--- src/rtl/gpio_pkg.sv ---
package gpio_pkg;
  typedef enum logic [1:0] {
    SEL_LEVEL = 2'd0,
    SEL_DRIVE = 2'd1,
    SEL_INVERT = 2'd2,
    SEL_DIR = 2'd3
  } reg_sel_e;
endpackage

--- src/rtl/gpio_sync.sv ---
module gpio_sync #(
  parameter int W = 4,
  parameter int STAGES = 2
) (
  input  logic         clk,
  input  logic [W-1:0] d,
  output logic [W-1:0] q
);
  logic [W-1:0] stg [STAGES];

  always_ff @(posedge clk) stg[0] <= d;

  for (genvar i = 1; i < STAGES; i++) begin : g_chain
    always_ff @(posedge clk) stg[i] <= stg[i-1];
  end

  assign q = stg[STAGES-1];
endmodule

--- src/rtl/gpio_regs.sv ---
module gpio_regs
  import gpio_pkg::*;
#(
  parameter int N = 4,
  parameter int DW = 8
) (
  input  logic          clk,
  input  logic          rst,
  input  logic [1:0]    addr,
  input  logic          wr_en,
  input  logic          rd_en,
  input  logic [DW-1:0] wdata,
  input  logic [N-1:0]  pin_lvl,
  output logic [DW-1:0] rdata,
  output logic [N-1:0]  dir_q,
  output logic [N-1:0]  drv_q,
  output logic [N-1:0]  inv_q
);
  localparam logic [DW-1:0] HI_ONES = {DW{1'b1}} << N;

  logic [DW-1:0] rd_mux;

  always_ff @(posedge clk) begin
    if (rst) begin
      dir_q <= '1;
      drv_q <= '1;
      inv_q <= '0;
    end else if (wr_en) begin
      case (reg_sel_e'(addr))
        SEL_DRIVE:  drv_q <= wdata[N-1:0];
        SEL_INVERT: inv_q <= wdata[N-1:0];
        SEL_DIR:    dir_q <= wdata[N-1:0];
        default: ;
      endcase
    end
  end

  always_comb begin
    case (reg_sel_e'(addr))
      SEL_LEVEL:  rd_mux = HI_ONES | DW'(pin_lvl ^ inv_q);
      SEL_DRIVE:  rd_mux = HI_ONES | DW'(drv_q);
      SEL_INVERT: rd_mux = DW'(inv_q);
      default:    rd_mux = HI_ONES | DW'(dir_q);
    endcase
  end

  always_ff @(posedge clk) begin
    if (rst) rdata <= '0;
    else if (rd_en) rdata <= rd_mux;
  end
endmodule

--- src/rtl/gpio_irq.sv ---
module gpio_irq #(
  parameter int N = 4
) (
  input  logic         clk,
  input  logic         rst,
  input  logic [N-1:0] pin_lvl,
  input  logic [N-1:0] dir_q,
  input  logic         snap_ld,
  output logic         irq_n
);
  logic [N-1:0] snap_q;
  logic         differs;

  assign differs = |((pin_lvl ^ snap_q) & dir_q);

  always_ff @(posedge clk) begin
    if (rst || snap_ld) snap_q <= pin_lvl;
  end

  always_ff @(posedge clk) begin
    if (rst || snap_ld) irq_n <= 1'b1;
    else                irq_n <= ~differs;
  end
endmodule

--- src/rtl/gpio_pol_port.sv ---
module gpio_pol_port
  import gpio_pkg::*;
#(
  parameter int NPIN = 4,
  parameter int DW = 8,
  parameter int SYNC_STAGES = 2
) (
  input  logic            clk,
  input  logic            rst,
  input  logic [1:0]      addr,
  input  logic            wr_en,
  input  logic            rd_en,
  input  logic [DW-1:0]   wdata,
  output logic [DW-1:0]   rdata,
  input  logic [NPIN-1:0] pin_in,
  output logic [NPIN-1:0] pin_out,
  output logic [NPIN-1:0] pin_oe,
  output logic            irq_n
);
  logic [NPIN-1:0] pin_lvl;
  logic [NPIN-1:0] dir_q, drv_q, inv_q;
  logic            snap_ld;

  gpio_sync #(.W(NPIN), .STAGES(SYNC_STAGES)) u_sync (
    .clk(clk), .d(pin_in), .q(pin_lvl)
  );

  gpio_regs #(.N(NPIN), .DW(DW)) u_regs (
    .clk(clk), .rst(rst), .addr(addr), .wr_en(wr_en), .rd_en(rd_en),
    .wdata(wdata), .pin_lvl(pin_lvl), .rdata(rdata),
    .dir_q(dir_q), .drv_q(drv_q), .inv_q(inv_q)
  );

  assign snap_ld = rd_en && (reg_sel_e'(addr) == SEL_LEVEL);

  gpio_irq #(.N(NPIN)) u_irq (
    .clk(clk), .rst(rst), .pin_lvl(pin_lvl), .dir_q(dir_q),
    .snap_ld(snap_ld), .irq_n(irq_n)
  );

  assign pin_oe  = ~dir_q;
  assign pin_out = drv_q;
endmodule

--- config.mk ---
export PLATFORM = sky130hd
export DESIGN_NAME = gpio_pol_port
export DESIGN_NICKNAME = d
export VERILOG_FILES = /design/src/rtl/gpio_pkg.sv /design/src/rtl/gpio_sync.sv /design/src/rtl/gpio_regs.sv /design/src/rtl/gpio_irq.sv /design/src/rtl/gpio_pol_port.sv
export SDC_FILE = /design/constraint.sdc
export NUM_CORES = 1
export LEC_CHECK = 0
export BUFFER_PORTS_ARGS = -buffer_cell sky130_fd_sc_hd__buf_4
export CORE_MARGIN = 8
export CORE_UTILIZATION = 50
export DETAILED_ROUTE_END_ITERATION = 10
export GPL_TIMING_DRIVEN = 0
export PLACE_DENSITY = 0.77
export SYNTH_ARGS = -nofsm -noshare
export SYNTH_HDL_FRONTEND = slang
export SYNTH_HIERARCHICAL = 1
export SYNTH_SLANG_ARGS = --single-unit
--- constraint.sdc ---
create_clock -name clk -period 1.6 [get_ports clk]
set_clock_uncertainty 0.2 [all_clocks]
set_input_delay 0.24 -clock clk [delete_from_list [all_inputs] [get_ports clk]]
set_output_delay 0.24 -clock clk [all_outputs]
set_load 0.01 [all_outputs]
==> impl_metrics.ini <==
[status]
status = finished clean

[critical_path]
start_kind = register
critPathMaxFanout = 5
cp-end-kind = primary output
required_ns = 1.16
cp.arrival_ns = 0.96
critPathKind = register to primary output

[cells_and_area]
num-nets-final = 184
nFillCells = 198
syn_to_final_growth_pct = 30.1
multi_input_area_sq_um = 512
drive_above_1_share = 0.347
finalNonFillerCells = 197
diodes = 0
seqCellArea_sq_um = 641

[grt]
grt_max_degree = 11
grt_pass1_wl_um = 4240
grt.overflow.total = 0
antenna_found_initial = 0
grt_pass1_vias = 953
grtUsageTotal = 0.128

[sta]
setup_tns_ns = 0
hold_viol = 0
rsz0062_at_grt = false
slew-limit-headroom = 0.717
worst_hold_slack_ns = 0.0189
setup_viol_count_final = 0
worst_pin_slew_ns = 0.424
max_freq_mhz = 714
drv_slew = 0
period_minus_slack_ns = 1.40
min_period_over_period = 0.875

[synth]
synth_ff_type = dfxtp_1
ys_seq_area_frac = 0.496
synth_fp_nets = 140
synthArstFlopShare = 0
postSynthCellCount = 122
synth_area_sq_mm = 0.00129
yosysWarnings = 6
synth_cell_type_count = 29
postSynthRegisterBits = 30
synth_area_per_cell_sq_um = 10.6
synth_edf_count = 4

[die]
start_util = 0.526
die_area_sq_mm = 0.00446
fp.coreArea_sq_mm = 0.00245
rows = 18
chipHeight_um = 66.8
ios = 35
die_w_um = 66.8

[detailed_routing]
drt_iter0_markers = 25
drtPass1Iterations = 4
detail_route.wl_per_cell_um = 13.0
dr_total_vias = 977
totalWireLength_um = 2560
avgViaCountPerCell = 4.96
ant_nets = 0
drc_errors = 0

[cts]
clock_path_buffers = 2
clkTransAtPathRegs_ns = 0.09
cts_tree = built
clock-sinks = 30
htree_levels = 2
insertion_delay_ns = 0.34
postCtsSetupBuffers = 0
clockRootBuffer = clkbuf_4
cts_buffers = 5

[power]
power_leakage_nw = 0.774
power_w = 0.00151
vdd_drop_max_mv = 0.708
powerDensity_mw_per_mm2 = 900

[placement]
numPortBuffers = 29
gp_congestion = 0.812
hpwlAfterDp_um = 1940
dp_cells = 181

[run]
cap_viol_max_count = 0

[hold_path]
hold_class = primary input to register
[layout by cell type (no fill, tap or decap), types with 5 or more instances in the layout]
cell | Yosys | final
a211o_1 | 8 | 8
a21oi_1 | 8 | 8
buf_4 | 7 | 36
clkbuf_4 | 0 | 5
dfxtp_1 | 26 | 26
dlygate4sd3_1 | 0 | 8
inv_1 | 8 | 8
nand2_1 | 8 | 8
nor2_1 | 9 | 9
[Yosys cell counts (all sizes together), types with 2 or more instances]
cell type,n,area share
inv,8,0.023
nand2,9,0.028
nor2,9,0.026
xnor2,4,0.027
a21oi,8,0.031
a211o,8,0.054
edfxtp,4,0.093
dfxtp,26,0.40
xor2,4,0.027
a22oi,2,0.012
mux2i,4,0.031
buf,12,0.081
nand2b,8,0.058
nand3,5,0.029
o211ai,4,0.023
[metal layers]
metal,routed length (um),vias up,GRT usage,share of wire
li1,-,496,-,-
met1,1040,448,0.137,0.41
met2,1230,24,0.192,0.48
met3,196,9,0.0520,0.077
met4,88,0,0.104,0.034
met5,0,-,0,0
[kinds of logic (layout without fill, tap and decap cells)]
group	count (synthesis)	in the layout	share of synthesized area
flip-flops	30	30	0.496
buffers and inverters	21	66	0.108
AO/OA/AOI/OAI	24	24	0.132
AND/OR/NAND/NOR	35	35	0.179
XOR/XNOR	8	8	0.0543
multiplexers	4	4	0.0310
[repair_timing]
action,in CTS,in global routing
hold endpoints to repair,8,0
gates resized for setup,0,0
hold buffers,8,0
setup endpoints to repair,0,0
[path summary, 6_finish.rpt]
| kind | start | end | slack (ns) | depth (start not counted) |
|---|---|---|---|---|
| max | u_regs/rdata[6] | rdata[6] | 0.20 | 2 |
| min | rd_en | u_regs/rdata[6] | 0.02 | 3 |
| max reg2reg | u_sync/stg[0][7] | u_regs/rdata[3] | 0.41 | 5 |
| min reg2reg | u_sync/stg[0][0] | u_sync/stg[0][4] | 0.13 | 0 |
[sequential cells by signal, summed over array words and instances (netlist names)]
name          count
u_regs/drv_q      4
u_sync/stg        8
u_irq/irq_n       1
u_regs/inv_q      4
u_regs/rdata      5
u_regs/dir_q      4
u_irq/snap_q      4
[stage by stage]
stage          area, sq um   util  setup WS (ns)
4_1_cts               1680  0.685          0.181
6_report              1680  0.685          0.200
5_1_grt               1680  0.685          0.131
3_5_place_dp          1550  0.630          0.223
2_1_floorplan         1290      -          0.432
3_3_place_gp          1550  0.630          0.225
[area by class of cell]
class,count,area share
Buffer,13,0.0648
Clock buffer,5,0.0223
Clock inverter,3,0.00968
Inverter,8,0.0179
Multi-Input combinational cell,71,0.305
Sequential cell,30,0.381
Tap cell,30,0.0223
Timing Repair Buffer,37,0.177
[power breakdown]
group | switching (W) | internal (W) | leakage, nW
Sequential | 0.0000244 | 0.000807 | 0.255
Combinational | 0.000107 | 0.000143 | 0.490
Clock | 0.000267 | 0.000163 | 0.0286
[critical path, stage by stage, from the launching register on]
cell	delay [ns]
dfxtp_1	0.39
buf_4	0.13
buf_4	0.11
Power figures use the tool's default switching activity.
